==> src/rtl/bcd_ripple_adder.sv <==
module bcd_ripple_adder #(
  parameter int DIGITS = 4,
  localparam int W = 4 * DIGITS
) (
  input  logic         clk,
  input  logic         rst_n,
  input  logic [W-1:0] a,
  input  logic [W-1:0] b,
  input  logic         cin,
  output logic [W-1:0] sum,
  output logic         cout
);

  localparam logic [W-1:0] ALL_NINES = {DIGITS{4'h9}};

  logic [DIGITS:0] dcarry;
  logic [W-1:0]    dsum;

  assign dcarry[0] = cin;

  for (genvar g = 0; g < DIGITS; g++) begin : g_slice
    logic [4:0] raw;
    logic       fix;

    assign raw = {1'b0, a[4*g +: 4]} + {1'b0, b[4*g +: 4]} + {4'b0, dcarry[g]};
    assign fix = raw[4] | (raw[3] & raw[2]) | (raw[3] & raw[1]);
    assign dsum[4*g +: 4] = raw[3:0] + (fix ? 4'd6 : 4'd0);
    assign dcarry[g+1] = fix;

    // correction fires exactly when the binary digit sum reaches ten
    assert_carry_rule_R4: assert property (@(posedge clk) disable iff (!rst_n)
      fix == (raw >= 5'd10));

    // registered digits stay decimal
    assert_digit_valid_R3: assert property (@(posedge clk) disable iff (!rst_n)
      sum[4*g +: 4] <= 4'd9);
  end

  always_ff @(posedge clk or negedge rst_n) begin
    if (!rst_n) begin
      sum  <= '0;
      cout <= 1'b0;
    end else begin
      sum  <= dsum;
      cout <= dcarry[DIGITS];
    end
  end

  // full-length ripple from the lowest digit
  assert_full_ripple_R5: assert property (@(posedge clk) disable iff (!rst_n)
    ($past(rst_n) && $past(a) == ALL_NINES && $past(b) == '0 && $past(cin))
    |-> (sum == '0 && cout));

  // zero in gives zero out
  assert_zero_sum_R7: assert property (@(posedge clk) disable iff (!rst_n)
    ($past(rst_n) && $past(a) == '0 && $past(b) == '0 && !$past(cin))
    |-> (sum == '0 && !cout));

endmodule

==> config.mk <==
export PLATFORM = sky130hd
export DESIGN_NAME = bcd_ripple_adder
export DESIGN_NICKNAME = d
export VERILOG_FILES = /design/src/rtl/bcd_ripple_adder.sv
export SDC_FILE = /design/constraint.sdc
export NUM_CORES = 1
export LEC_CHECK = 0
export ABC_AREA = 1
export CAP_MARGIN = 20
export CORE_ASPECT_RATIO = 0.7
export CORE_UTILIZATION = 40
export DETAILED_ROUTE_END_ITERATION = 6
export PLACE_DENSITY = 0.73
export SKIP_LAST_GASP = 1
export SYNTH_ARGS = -nofsm -noshare
export SYNTH_HDL_FRONTEND = slang
export SYNTH_SLANG_ARGS = --single-unit
==> constraint.sdc <==
create_clock -name clk -period 0.8 [get_ports clk]
set_input_delay 0.16 -clock clk [delete_from_list [all_inputs] [get_ports clk]]
set_output_delay 0.16 -clock clk [all_outputs]
set_load 0.02 [all_outputs]
## Word-level counts from Yosys, hierarchy flattened

Cells that the tools add are included.

| cells by class | value |
|---|---|
| multiplexer cells | 4 |
| bitwise logic cells | 16 |
| add/sub/neg operators | 12 |

Operators with widths:

| kind | number |
|---|---|
| adder 4 x 4 -> 5 bit | 4 |
| adder 5 x 1 -> 5 bit | 4 |
| adder 4 x 3 -> 4 bit | 4 |
| two-way mux 3 bit | 4 |
| AND 1 bit | 8 |
| bitwise OR 1 bit | 8 |

| word-level totals | value |
|---|---|
| input bits | 35 |
| register bits after elaboration | 17 |
| output and inout port bits | 17 |
| word-level logic and storage cells | 34 |

## Depth between registers and ports, before layout

| depth | value |
|---|---|
| word-level depth | 19 |
| depth in mapped cells | 36 |
| depth with buffers taken out | 36 |

## Worst setup path after synthesis

Ideal clock, no wire load.

| timing | value |
|---|---|
| path kind | in2reg |
| start point | input port a[0] |
| end point | register sum[15] |
| setup time | 0.117 ns |
| arrival time | 5.445 ns |
| path buffers | 0 |
| setup slack | -4.762 ns |
| stages on the path | 31 |
| path through | inv_1 fa_1 fa_1 xor2_1 nand2_1 nand3_1 nand2_1 fa_1 inv_1 fa_1 nand2_1 nand3_1 nand2_1 fa_1 inv_1 fa_1 xor2_1 nand2_1 nand3_1 nand2_1 fa_1 inv_1 fa_1 nand2_2 nand3_2 nand2_2 ha_1 inv_1 fa_1 nand3_1 nand2_1 |

| on the way | value |
|---|---|
| longest elaborated chain between the ends | 19 |
| elaborated cells between the ends (all ways) | 23 |
| classes of those cells | add/sub: 6; mux: 1; bitwise: 16 |

Ends and longest elaborated chain:

| what | RTL line | RTL |
|---|---|---|
| start: declaration | 7 | `input logic [W-1:0] a,` |
| adder 4 x 4 -> 5 bit (*) | 25 | `assign raw = {1'b0, a[4*g +: 4]} + {1'b0, b[4*g +: 4]} + {4'b0, dcarry[g]};` |
| adder 5 x 1 -> 5 bit (*) | 25 |  |
| AND 1 bit | 26 | `assign fix = raw[4] \| (raw[3] & raw[2]) \| (raw[3] & raw[1]);` |
| bitwise OR 1 bit | 26 |  |
| bitwise OR 1 bit (*) | 26 |  |
| adder 5 x 1 -> 5 bit (*) | 25 |  |
| AND 1 bit | 26 |  |
| bitwise OR 1 bit | 26 |  |
| [5 not listed] | - |  |
| adder 5 x 1 -> 5 bit (*) | 25 |  |
| AND 1 bit | 26 |  |
| bitwise OR 1 bit | 26 |  |
| bitwise OR 1 bit (*) | 26 |  |
| via g_slice[3].fix | 23 | `logic fix;` |
| two-way mux 3 bit (*) | 27 | `assign dsum[4*g +: 4] = raw[3:0] + (fix ? 4'd6 : 4'd0);` |
| adder 4 x 3 -> 4 bit (*) | 27 |  |
| via dsum[15] | 17 | `logic [W-1:0] dsum;` |
| end signal: assignment | 44 | `sum <= dsum;` |
| end: declaration | 10 | `output logic [W-1:0] sum,` |

Mark *: on every way through the listed nets, which the timed path passes. The rest lies on a longest branch.

## Worst setup path after layout

| timing | value |
|---|---|
| start point | input port b[0] |
| end point | register sum[14] |

| on the way | value |
|---|---|
| longest elaborated chain between the ends | 19 |
| elaborated cells between the ends (all ways) | 23 |
| classes of those cells | add/sub: 6; mux: 1; bitwise: 16 |

Ends and longest elaborated chain:

| what | RTL line | RTL |
|---|---|---|
| start: declaration | 8 | `input logic [W-1:0] b,` |
| adder 4 x 4 -> 5 bit (*) | 25 |  |
| adder 5 x 1 -> 5 bit (*) | 25 |  |
| AND 1 bit | 26 |  |
| bitwise OR 1 bit | 26 |  |
| bitwise OR 1 bit (*) | 26 |  |
| adder 5 x 1 -> 5 bit (*) | 25 |  |
| AND 1 bit | 26 |  |
| bitwise OR 1 bit | 26 |  |
| [5 not listed] | - |  |
| adder 5 x 1 -> 5 bit (*) | 25 |  |
| AND 1 bit | 26 |  |
| bitwise OR 1 bit | 26 |  |
| bitwise OR 1 bit (*) | 26 |  |
| via g_slice[3].fix | 23 |  |
| two-way mux 3 bit (*) | 27 |  |
| adder 4 x 3 -> 4 bit (*) | 27 |  |
| via dsum[14] | 17 |  |

Marks and branches as above.

==> key figures <==
Power
  – Comb pwr share: 62.8%
  – NetSw: 0.00204 W
  – Clock power share: 12.1%
  – Peak VDD IR: 1.14 mV
  – Switching Fraction: 37.5%
  – Reg power frac: 25.1%
  – P_int: 0.00340 W
  – Leakage: 1.24 nW
  – PD cells: between 2000 and 2500 nW/um^2

Floorplan
  – Die width: 70.6 um
  – Core Area: 3150 um^2
  – Die area: 3530 um^2
  – I/O pin cnt: between 50 and 60
  – Initial core utilization: a little over two fifths
  – Die span in y: approximately 50 um
  – FP Rows: 17

Timing
  – Fmax: 191 MHz
  – Tcrit/Tclk final: 655%
  – Worst slew margin: 81.4%
  – Final Critical Period: around 5200 ps
  – Hold Fails Final Rpt: 0
  – Unrepaired setup endpoints after global routing: yes
  – Final setup fails: 33
  – Slew Limit Fails: 0
  – Slew of the pin with the lowest slew margin: 277 ps
  – WHS: 236 ps
  – Setup WS post-layout: -4440 ps

Placed design
  – Routability cong.: 0.796
  – Place WS: -5190 ps
  – Port buffer count: ~50
  – Final HPWL DP: approximately 2300 um
  – Area after DPL: between 2000 and 2500 um^2

Critical path
  – Worst path slowest cell: fa_2
  – Critical Path AT: ~5400 ps
  – CP Launch Type: input pin
  – WS Path Type: input pin to flop
  – Critical path required time: 950 ps
  – Slowest stage delay, CP: 520 ps
  – Critical path endpoint category: flop
  – Top cell by count, worst path: fa_2
  – Crit-path max FO: 3

Hold path
  – Hold crit path type: input pin to async pin

Global route
  – First-pass GRT wire length: 5420 um
  – Total GRT Usage: 20.0%
  – Largest net degree at the start of global routing: 18
  – Number of global-route vias before repair: 1,306
  – Final global-route overflow total: 0
  – Antenna violations before repair: 0

Detailed routing
  – Vias per cell: roughly 4.7
  – DRT Pass-1 Iters: 6
  – Post-Route WL: 3520 um
  – Vias: approximately 1,300
  – Routed length per placed instance: 12.7 um
  – Highest metal used: met4
  – DRC violations left: 6
  – Initial DRC Count: 27
  – Detail Route Antenna Nets: 0
  – WL met3: 141 um
  – DR WL met2: 1950 um
  – Met1 wire length: approximately 1400 um

Synthesis
  – Mapped Nets: 205
  – Sequential area share after synthesis: 32.3%
  – Synthesized cell area: 1320 um^2
  – Syn_area_per_cell: 9.28 um^2
  – Syn. warnings: 0
  – Synth unique cells: 15
  – #FFs+latches synth: 17
  – Cell count after synthesis: 142

Final layout
  – Area grow syn2layout: 87.2%
  – Finished Cell Area: 2470 um^2
  – # fillers: 207
  – Share of cells above drive strength 1: 50.2%
  – Fin util: 78.3%
  – N_diodes: 0
  – Area of the multi-input gates: around 950 um^2
  – Layout Nets: 303
  – Register Area: 425 um^2

Clock network
  – CTS tree: done
  – CTS Sinks: 17
  – CTS Buf Count: 3
  – Clock transition at the registers of the reported paths: 70 ps
  – Max clock buf depth: 2
  – H-tree levels: 1
  – Clock Root Buffer: clkbuf_8

Run status
  – Status: finished, violations left
  – Failing checks: DRC, setup timing

Job
  – Maxcap violations: 0
==> worst paths after layout <==
check	startpoint	to	slack [ps]	cells past startpoint
max in group asynchronous	rst_n	sum[6]$_DFF_PN0_	440	2
worst max-delay path	b[0]	sum[14]$_DFF_PN0_	-4440	31
min in group clk	a[0]	sum[0]$_DFF_PN0_	300	4
worst min-delay path	rst_n	sum[1]$_DFF_PN0_	240	2
==> state kept, by name (all words and copies together), names as in the netlist <==
| name | flops |
|---|---|
| sum | 16 |
| cout | 1 |
==> layout by cell type (no fill, tap or decap) <==
cell / synthesis / layout
clkdlybuf4s50_1: 0 / 29
a21oi_1: 6 / 4
nand3b_1: 7 / 7
a21oi_4: 0 / 1
nand3_2: 2 / 6
inv_8: 0 / 1
a211oi_2: 0 / 1
clkbuf_8: 0 / 3
fa_2: 0 / 12
a21oi_2: 0 / 1
nand2_4: 0 / 1
dlymetal6s2s_1: 0 / 1
xor2_2: 0 / 3
clkinv_2: 0 / 1
nand2_2: 3 / 9
dfrtp_1: 17 / 17
buf_6: 0 / 20
o21ai_0: 1 / 1
buf_12: 0 / 1
nand3_1: 8 / 4
a211oi_1: 2 / 1
ha_2: 0 / 1
ha_4: 0 / 4
inv_2: 1 / 12
inv_1: 31 / 18
ha_1: 16 / 11
buf_4: 0 / 39
nor2_1: 2 / 1
nand2_1: 31 / 24
buf_2: 0 / 1
inv_4: 0 / 1
buf_8: 0 / 1
nor2_4: 0 / 1
dlygate4sd2_1: 0 / 1
==> timing repair <==
item / 4_1_cts / 5_1_grt
pin swaps: 20 / 22
endpoints found under the setup margin: 34 / 33
hold buffers: 0 / 0
gates resized for setup: 136 / 23
buffers inserted: 24 / 4
==> metrics by stage <==
stage	cells	power, W	setup TNS, ps
after CTS	276	0.00523	-46870
after global routing	277	0.00584	-48830
after detailed placement	251	0.00398	-60600
final	277	0.00544	-46280
after global placement	251	0.00390	-59450
after floorplan	142	0.00268	-42520
==> worst max-delay path: cells and delay by family <==
family | cells | cell delay (ps)
buffers and inverters | 7 | 340
xor gates and xnor gates | 2 | 350
and+or+nand+nor | 12 | 890
adders and majority gates | 10 | 3620
==> metal layers <==
metal,global-route usage (%),vias up
met5,0,-
met4,4.67,0
met3,4.29,8
met2,39.8,40
met1,21.6,614
li1,-,634
==> power by group through the flow <==
stage	clock network (W)	registers (W)	logic [W]
3_3_place_gp	0	0.00130	0.00260
5_1_grt	0.000705	0.00140	0.00373
6_report	0.000659	0.00136	0.00342
2_1_floorplan	0	0.00177	0.000905
3_5_place_dp	0	0.00131	0.00267
4_1_cts	0.000662	0.00137	0.00320
==> kinds of logic after synthesis <==
family | after synthesis | synth area share, %
and+or+nand+nor | 53 | 19.4
buffers and inverters | 32 | 9.12
adders and majority gates | 28 | 33.4
DFF | 17 | 32.3
AOI/OAI and AO/OA | 9 | 3.80
xor gates and xnor gates | 3 | 1.99
==> Yosys cell counts <==
library cell	n	area, um^2
inv_2	1	3.75
nand3b_1	7	52.6
o21ai_0	1	5.00
nor2_1	2	7.51
a21oi_1	6	30.0
nand2_1	31	116
nand3_2	2	20.0
fa_1	12	240
xor2_1	3	26.3
dfrtp_1	17	425
nand2_2	3	18.8
inv_1	31	116
ha_1	16	200
nand3_1	8	40.0
a211oi_1	2	15.0
==> layout make-up <==
cell class | instances | area share (%)
timing repair buffer | 93 | 35.3
sequential | 17 | 17.3
tap | 38 | 1.93
clock buffer | 3 | 1.67
clock inverter | 1 | 0.203
multi-input combinational | 93 | 38.4
inverter | 32 | 5.28
Note: power is estimated with default switching activity, not from simulation.
